### config.mk
export PLATFORM = sky130hd
export DESIGN_NAME = fct_commit_tracker
export DESIGN_NICKNAME = d
export VERILOG_FILES = /design/src/rtl/fct_pkg.sv /design/src/rtl/fct_frame_end.sv /design/src/rtl/fct_commit.sv /design/src/rtl/fct_drain_seq.sv /design/src/rtl/fct_commit_tracker.sv
export SDC_FILE = /design/constraint.sdc
export NUM_CORES = 1
export LEC_CHECK = 0
export ABC_AREA = 0
export BUFFER_PORTS_ARGS = -buffer_cell sky130_fd_sc_hd__buf_2
export CAP_MARGIN = 15
export CORE_UTILIZATION = 61
export CTS_CLUSTER_DIAMETER = 30
export DETAILED_ROUTE_END_ITERATION = 12
export PLACE_DENSITY = 0.83
export SLEW_MARGIN = 5
export SYNTH_ARGS = -nofsm -noshare
export SYNTH_HDL_FRONTEND = slang
export SYNTH_SLANG_ARGS = --single-unit
### constraint.sdc
create_clock -name clk -period 2.9 [get_ports clk]
set_input_delay 0.435 -clock clk [delete_from_list [all_inputs] [get_ports clk]]
set_output_delay 0.435 -clock clk [all_outputs]
set_load 0.03 [all_outputs]
### src/rtl/fct_pkg.sv
// Shared types for the frame commit tracker.
package fct_pkg;
    parameter int unsigned HANDLE_W = 6;

    typedef logic [HANDLE_W-1:0] handle_t;

    // One tracker slot: occupancy, per-list flags and handle.
    typedef struct packed {
        logic    vld;
        logic    intl;
        logic    wb;
        handle_t hnd;
    } slot_t;

    // A strobe carrying a handle (release or header write).
    typedef struct packed {
        logic    vld;
        handle_t hnd;
    } strobe_t;

    typedef enum logic [1:0] {
        DR_IDLE    = 2'd0,
        DR_QUEUED  = 2'd1,
        DR_PENDING = 2'd2
    } drain_st_e;

    localparam slot_t   SLOT_EMPTY   = '0;
    localparam strobe_t STROBE_IDLE  = '0;
endpackage

### src/rtl/fct_frame_end.sv
// Frame-end step of the tracker (combinational).
// Computes the slot contents after a frame end, the release and header
// strobes it causes, and the report flags. It also tells the commit step
// whether the loader counts as busy.
// Assumes: at most one frame end per cycle; single_shot is stable around it.
module fct_frame_end
    import fct_pkg::*;
(
    input  logic    fe_i,
    input  logic    single_shot_i,
    input  logic    upd_pending_i,
    input  logic    bottom_i,
    input  slot_t   act_i,
    input  slot_t   que_i,
    input  slot_t   pen_i,
    output slot_t   act_o,
    output slot_t   que_o,
    output slot_t   pen_o,
    output strobe_t rel_o,
    output strobe_t hdr_o,
    output logic    completed_o,
    output logic    internal_o,
    output logic    writeback_o,
    output logic    loader_busy_o
);
    logic deferred;

    // Frame-end slot movement and flag reporting.
    always_comb begin
        act_o       = act_i;
        que_o       = que_i;
        pen_o       = pen_i;
        rel_o       = STROBE_IDLE;
        hdr_o       = STROBE_IDLE;
        completed_o = 1'b0;
        internal_o  = 1'b0;
        writeback_o = 1'b0;
        deferred    = (que_i.vld && upd_pending_i) || bottom_i;
        if (fe_i) begin
            if (single_shot_i) begin
                rel_o.vld   = act_i.vld;
                rel_o.hnd   = act_i.hnd;
                act_o       = SLOT_EMPTY;
                completed_o = 1'b1;
            end else if (!deferred) begin
                if (act_i.vld && act_i.wb) begin
                    writeback_o = 1'b1;
                    act_o.wb    = 1'b0;
                end
                if (que_i.vld) begin
                    internal_o  = que_i.intl;
                    rel_o.vld   = act_i.vld;
                    rel_o.hnd   = act_i.hnd;
                    act_o       = que_i;
                    act_o.intl  = 1'b0;
                    que_o       = SLOT_EMPTY;
                    completed_o = 1'b1;
                end
                if (pen_i.vld) begin
                    hdr_o.vld = 1'b1;
                    hdr_o.hnd = pen_i.hnd;
                    que_o     = pen_i;
                    pen_o     = SLOT_EMPTY;
                end
            end
        end
    end

    // The loader is busy if a queued header has not been taken yet.
    always_comb begin
        loader_busy_o = que_o.vld && (upd_pending_i || hdr_o.vld);
    end
endmodule

### src/rtl/fct_commit.sv
// Commit step of the tracker (combinational), applied after the frame-end step.
// Places a new list into the active, queued or pending slot by mode and by
// loader state, and produces the release, header and warning strobes.
// Assumes: slots given here already include the effect of any frame end.
module fct_commit
    import fct_pkg::*;
(
    input  logic    commit_i,
    input  logic    single_shot_i,
    input  logic    loader_busy_i,
    input  handle_t hnd_i,
    input  logic    intl_i,
    input  logic    wb_i,
    input  slot_t   act_i,
    input  slot_t   que_i,
    input  slot_t   pen_i,
    output slot_t   act_o,
    output slot_t   que_o,
    output slot_t   pen_o,
    output strobe_t rel_o,
    output strobe_t hdr_o,
    output logic    warn_o
);
    slot_t fresh;

    // Build the new slot image and route it.
    always_comb begin
        fresh.vld  = 1'b1;
        fresh.intl = intl_i;
        fresh.wb   = wb_i;
        fresh.hnd  = hnd_i;
        act_o      = act_i;
        que_o      = que_i;
        pen_o      = pen_i;
        rel_o      = STROBE_IDLE;
        hdr_o      = STROBE_IDLE;
        warn_o     = 1'b0;
        if (commit_i) begin
            if (single_shot_i) begin
                hdr_o.vld = 1'b1;
                hdr_o.hnd = hnd_i;
                act_o     = fresh;
            end else if (loader_busy_i) begin
                rel_o.vld = pen_i.vld;
                rel_o.hnd = pen_i.hnd;
                warn_o    = pen_i.vld && pen_i.intl;
                pen_o     = fresh;
            end else begin
                hdr_o.vld = 1'b1;
                hdr_o.hnd = hnd_i;
                rel_o.vld = que_i.vld;
                rel_o.hnd = que_i.hnd;
                que_o     = fresh;
            end
        end
    end
endmodule

### src/rtl/fct_drain_seq.sv
// Drain sequencer: three release steps (active, queued, pending).
// The first step happens in the cycle drain is seen; the others follow
// on the next two cycles. A drain request during a sequence is ignored.
module fct_drain_seq
    import fct_pkg::*;
(
    input  logic      clk,
    input  logic      rst_n,
    input  logic      start_i,
    output logic      rel_act_o,
    output logic      rel_que_o,
    output logic      rel_pen_o,
    output logic      busy_o,
    output drain_st_e st_o
);
    drain_st_e st_q;

    // Decode the step in progress.
    always_comb begin
        rel_act_o = (st_q == DR_IDLE) && start_i;
        rel_que_o = (st_q == DR_QUEUED);
        rel_pen_o = (st_q == DR_PENDING);
        busy_o    = rel_act_o || rel_que_o || rel_pen_o;
        st_o      = st_q;
    end

    // Advance through the drain steps.
    always_ff @(posedge clk) begin
        if (!rst_n) begin
            st_q <= DR_IDLE;
        end else begin
            case (st_q)
                DR_IDLE:    st_q <= start_i ? DR_QUEUED : DR_IDLE;
                DR_QUEUED:  st_q <= DR_PENDING;
                default:    st_q <= DR_IDLE;
            endcase
        end
    end

    // the queued step is always followed by the pending step
    a_r11_queued_then_pending: assert property (@(posedge clk) disable iff (!rst_n)
        (st_q == DR_QUEUED) |=> (st_q == DR_PENDING));

    // the pending step ends the sequence
    a_r11_pending_then_idle: assert property (@(posedge clk) disable iff (!rst_n)
        (st_q == DR_PENDING) |=> (st_q == DR_IDLE));
endmodule

### src/rtl/fct_commit_tracker.sv
// Three-slot frame commit tracker (top).
// Holds the active, queued and pending lists. A frame end is applied first,
// then a commit, then all results are registered onto the output strobes,
// so every output appears one cycle after the inputs that caused it.
// Assumes: upd_pending mirrors the loader state for the queued header.
module fct_commit_tracker
    import fct_pkg::*;
(
    input  logic                clk,
    input  logic                rst_n,
    input  logic                single_shot,
    input  logic                upd_pending,
    input  logic                bottom_field,
    input  logic                frame_end,
    input  logic                commit_valid,
    input  logic [HANDLE_W-1:0] commit_handle,
    input  logic                commit_internal,
    input  logic                commit_writeback,
    input  logic                drain,
    output logic                hdr_wr,
    output logic [HANDLE_W-1:0] hdr_handle,
    output logic                rel_valid,
    output logic [HANDLE_W-1:0] rel_handle,
    output logic                fe_valid,
    output logic                fe_completed,
    output logic                fe_internal,
    output logic                fe_writeback,
    output logic                warn_replace
);
    slot_t     act_q, que_q, pen_q;
    slot_t     fe_act, fe_que, fe_pen;
    slot_t     cm_act, cm_que, cm_pen;
    slot_t     act_n, que_n, pen_n;
    strobe_t   fe_rel, fe_hdr, cm_rel, cm_hdr, rel_n, hdr_n;
    logic      fe_cmp, fe_int, fe_wb, ld_busy, cm_warn;
    logic      dr_act, dr_que, dr_pen, dr_busy;
    logic      fe_go, cm_go;
    drain_st_e dr_st;

    // Drain has priority over frame end and commit.
    always_comb begin
        fe_go = frame_end && !dr_busy;
        cm_go = commit_valid && !dr_busy;
    end

    fct_drain_seq u_drain (
        .clk       (clk),
        .rst_n     (rst_n),
        .start_i   (drain),
        .rel_act_o (dr_act),
        .rel_que_o (dr_que),
        .rel_pen_o (dr_pen),
        .busy_o    (dr_busy),
        .st_o      (dr_st)
    );

    fct_frame_end u_fe (
        .fe_i          (fe_go),
        .single_shot_i (single_shot),
        .upd_pending_i (upd_pending),
        .bottom_i      (bottom_field),
        .act_i         (act_q),
        .que_i         (que_q),
        .pen_i         (pen_q),
        .act_o         (fe_act),
        .que_o         (fe_que),
        .pen_o         (fe_pen),
        .rel_o         (fe_rel),
        .hdr_o         (fe_hdr),
        .completed_o   (fe_cmp),
        .internal_o    (fe_int),
        .writeback_o   (fe_wb),
        .loader_busy_o (ld_busy)
    );

    fct_commit u_cm (
        .commit_i      (cm_go),
        .single_shot_i (single_shot),
        .loader_busy_i (ld_busy),
        .hnd_i         (commit_handle),
        .intl_i        (commit_internal),
        .wb_i          (commit_writeback),
        .act_i         (fe_act),
        .que_i         (fe_que),
        .pen_i         (fe_pen),
        .act_o         (cm_act),
        .que_o         (cm_que),
        .pen_o         (cm_pen),
        .rel_o         (cm_rel),
        .hdr_o         (cm_hdr),
        .warn_o        (cm_warn)
    );

    // Select the next slot image and strobes: drain step or normal path.
    always_comb begin
        act_n = cm_act;
        que_n = cm_que;
        pen_n = cm_pen;
        rel_n.vld = fe_rel.vld || cm_rel.vld;
        rel_n.hnd = fe_rel.vld ? fe_rel.hnd : cm_rel.hnd;
        hdr_n.vld = fe_hdr.vld || cm_hdr.vld;
        hdr_n.hnd = fe_hdr.vld ? fe_hdr.hnd : cm_hdr.hnd;
        if (dr_busy) begin
            act_n = act_q;
            que_n = que_q;
            pen_n = pen_q;
            hdr_n = STROBE_IDLE;
            rel_n = STROBE_IDLE;
            if (dr_act) begin
                rel_n.vld = act_q.vld;
                rel_n.hnd = act_q.hnd;
                act_n     = SLOT_EMPTY;
            end
            if (dr_que) begin
                rel_n.vld = que_q.vld;
                rel_n.hnd = que_q.hnd;
                que_n     = SLOT_EMPTY;
            end
            if (dr_pen) begin
                rel_n.vld = pen_q.vld;
                rel_n.hnd = pen_q.hnd;
                pen_n     = SLOT_EMPTY;
            end
        end
    end

    // Register slots and output strobes.
    always_ff @(posedge clk) begin
        if (!rst_n) begin
            act_q        <= SLOT_EMPTY;
            que_q        <= SLOT_EMPTY;
            pen_q        <= SLOT_EMPTY;
            hdr_wr       <= 1'b0;
            hdr_handle   <= '0;
            rel_valid    <= 1'b0;
            rel_handle   <= '0;
            fe_valid     <= 1'b0;
            fe_completed <= 1'b0;
            fe_internal  <= 1'b0;
            fe_writeback <= 1'b0;
            warn_replace <= 1'b0;
        end else begin
            act_q        <= act_n;
            que_q        <= que_n;
            pen_q        <= pen_n;
            hdr_wr       <= hdr_n.vld;
            hdr_handle   <= hdr_n.hnd;
            rel_valid    <= rel_n.vld;
            rel_handle   <= rel_n.hnd;
            fe_valid     <= fe_go;
            fe_completed <= fe_cmp;
            fe_internal  <= fe_int;
            fe_writeback <= fe_wb;
            warn_replace <= cm_warn && !dr_busy;
        end
    end

    // frame-end and commit steps never release in the same cycle
    a_r12_single_release: assert property (@(posedge clk) disable iff (!rst_n)
        !(fe_rel.vld && cm_rel.vld));

    // frame-end and commit steps never write a header in the same cycle
    a_r10_single_hdr: assert property (@(posedge clk) disable iff (!rst_n)
        !(fe_hdr.vld && cm_hdr.vld));

    // a pending list only exists beside a queued list (outside the last drain step)
    a_r3_pending_has_queued: assert property (@(posedge clk) disable iff (!rst_n)
        (pen_q.vld && dr_st != DR_PENDING) |-> que_q.vld);

    // a replacement warning always comes with a release
    a_r4_warn_with_release: assert property (@(posedge clk) disable iff (!rst_n)
        warn_replace |-> rel_valid);

    // a single-shot frame end always reports completion
    a_r5_single_completes: assert property (@(posedge clk) disable iff (!rst_n)
        (fe_valid && !fe_completed) |-> !$past(single_shot));
endmodule

==> flow_summary.toml <==
[logic_synthesis]
synthFlopType = "dfxtp_1"
synth-compound-area-share = 0.329
synth_top_area_share = 0.391
yosys-top-cells-area = "dfxtp_1 (39%), a21oi_1 (5.4%), nand2_1 (5.2%), o211ai_1 (3.4%), o2111ai_1 (3.3%)"
syn_nets = 301
synth_top_area_cell = "dfxtp_1"
synth-xor-area-share = 0
synthArstFlopShare = 0
yosys-mux-area-fraction = 0
synth.ff_latch_count = 47
yosys.area_share.adder = 0
yosys_warnings = 0
synth_simple_gate_area_frac = 0.228
yosysSeqAreaShare = 0.391
synthTopCellsByCount = "dfxtp_1 (47), nand2_1 (33), a21oi_1 (26)"
yosysMostFrequentCell = "dfxtp_1"
synth_area_um2 = 2400
synth_top_family_by_area = "compound AO/OA/AOI/OAI gates"
syn_avg_cell_area_um2 = 8.44
synthesis.instances = 285
synth.distinct_cells = 50
synth_edf_count = 0

[layout]
n_antenna_cell = 0
fin_cells = 355
fillers = 302
final_layout_size_suffix_gt1_frac = 0.186
final_nets = 322
synthToLayoutAreaGrowth_pct = 10.1

[clock_tree]
clock_latency_ns = 0.30
htree_num_levels = 2
clock_path_buffers = 2
clockRootBuffer = "clkbuf_8"
cts_tree = "yes"
cts_resized = 0
cts_sinks = 47
cts_setup_buffers = 0
hold_buffers = 0
clk_pin_slew_worst_paths_ns = 0.08
cts_buffers = 5

[setup_path]
crit_buf_inv = 0
cpLargestDelayFamily = "compound AO/OA/AOI/OAI gates"
r2r_end = "act_q[2]"
cp.arrival_ns = 2.41
cpPeakStageDelay_ns = 0.72
regToRegStartpoint = "u_drain.st_o[0]"
required_ns = 3.15
critical_path.startpoint_type = "register"
end_kind = "register"
crit_type = "register to register"
path_cells = "nand2_1 > a21oi_4 > and3_1 > a221o_1"
ff2ff_path_depth = 4
reg2reg_slack_ns = 0.74
crit_path_max_fanout = 28
slowest_stage = "dfxtp_1"

[min_path]
min_to = "pen_q[7]"
hold_path.class = "primary input to register"
min_from = "commit_internal"
whs_path_depth = 2

[global_routing]
grt_usage = 0.315
antenna_found_initial = 0
grt_pass1_wl_mm = 10.3
grt_remaining_overflow = 0
grt_max_degree = 29
grt_pass1_vias = 2108

[sta]
fin_crit_ns = 2.16
tns_ns = 0
period_share = 0.745
fin_worst_skew_ns = 0.00327
slew_headroom = 0.499
finalSetupViolations = 0
rsz0062_at_grt = "false"
worst_pin_slew_ns = 0.750
hold_viol = 0
drv_slew = 0
max_freq_mhz = 463

[power_and_ir_drop]
ir_drop_uv = 417
leakage_nw = 0.994
pwr_density_cell_nw_per_um2 = 495

[floorplan]
die_area_um2 = 4200
rows = 22
start_util = 0.647
die_h_um = 64.8
floorplan.core_area_um2 = 3720
die_x_um = 64.8
num_io_pins = 35

[place]
dp_hpwl_mm = 4.33
io_buffers = 34
routabilityCongestion = 0.924
place_inst = 347

[outcome]
outcome = "finished clean"

[route]
drc_errors = 0
drtIter0Drc = 314
firstDrtPassIters = 5
ant_nets = 0
vias = 2413
wl_per_cell_um = 17.6
vias_per_cell = 6.80
routed_wl_mm = 6.25

[job]
cap_violations = 0
-- sequential cells by signal (all words and copies together) (netlist names), 2 cells and up --
name / cells
que_q: 9
pen_q: 9
act_q: 8
rel_handle: 6
u_drain.st_o: 2
hdr_handle: 6
-- through the flow --
step	area [um2]	utilization	power (mW)	setup WS [ns]	hold WS, ns
after floorplan	2400	-	0.830	1.20	0.440
after global placement	2540	0.685	0.881	0.840	0.468
after detailed placement	2540	0.685	0.885	0.798	0.467
after CTS	2650	0.713	1.31	0.804	0.385
after global routing	2650	0.713	1.37	0.550	0.394
final	2650	0.713	1.31	0.740	0.392
-- cells by family after synthesis --
logic type	after synthesis
simple gates	103
buf+inv	26
flops	47
compound gates	109
-- worst max-delay path by stage --
stage	slack [ns]	start	depth (start not counted)	end
after floorplan	1.20	upd_pending	7	que_q[0]
after global placement	0.84	u_drain.st_o[1]	5	pen_q[6]
after detailed placement	0.80	drain	5	act_q[2]
after CTS	0.80	u_drain.st_o[1]	4	act_q[2]
after global routing	0.55	u_drain.st_o[1]	4	act_q[0]
final	0.74	u_drain.st_o[0]	4	act_q[2]
-- worst register-to-register path: stages (launching register included) --
cell	delay, ns
dfxtp_1	0.72
nand2_1	0.27
a21oi_4	0.57
and3_1	0.38
a221o_1	0.18
-- layout make-up --
type,instances,area [um2],area share
tap,48,60.1,0.0227
sequential,47,941,0.355
clock inverter,1,7.51,0.00283
inverter,3,11.3,0.00425
multi-input combinational,212,1340,0.506
timing repair buffer,37,193,0.0727
clock buffer,7,96.3,0.0364
-- routing by layer --
| layer | part of all wire | up-vias | GRT usage |
|---|---|---|---|
| met3 | 0.10 | 15 | 0.0827 |
| met5 | 0 | - | 0 |
| met1 | 0.43 | 1117 | 0.425 |
| met4 | 0.013 | 0 | 0.106 |
| met2 | 0.46 | 154 | 0.482 |
| li1 | - | 1127 | - |
-- cell usage in the layout, fill, tap and decap left out, types with 2 or more instances in the layout --
cell type	n
o221ai_1	8
o21ai_0	10
nor2b_1	7
a22o_1	8
nor3b_1	2
o21ai_1	2
a221o_1	6
nor3_2	2
o2111ai_1	9
inv_1	3
o211ai_1	11
and3_1	8
and4_1	2
dfxtp_1	47
buf_4	3
nand3_1	8
nor2_1	12
a211oi_1	2
a31o_2	2
nand2b_1	4
a21oi_1	26
a22oi_1	3
a21o_1	7
a31oi_1	6
and2_1	4
clkbuf_8	7
nand2_1	33
buf_2	34
nand4_1	7
or2_2	2
nor3_1	5
-- where the power goes --
part,internal (mW),total (mW),switching [mW]
Combinational,0.0628,0.187,0.124
Clock,0.217,0.437,0.220
Sequential,0.666,0.689,0.0227
Total,0.946,1.31,0.367
Note: power is estimated with default switching activity, not from simulation.
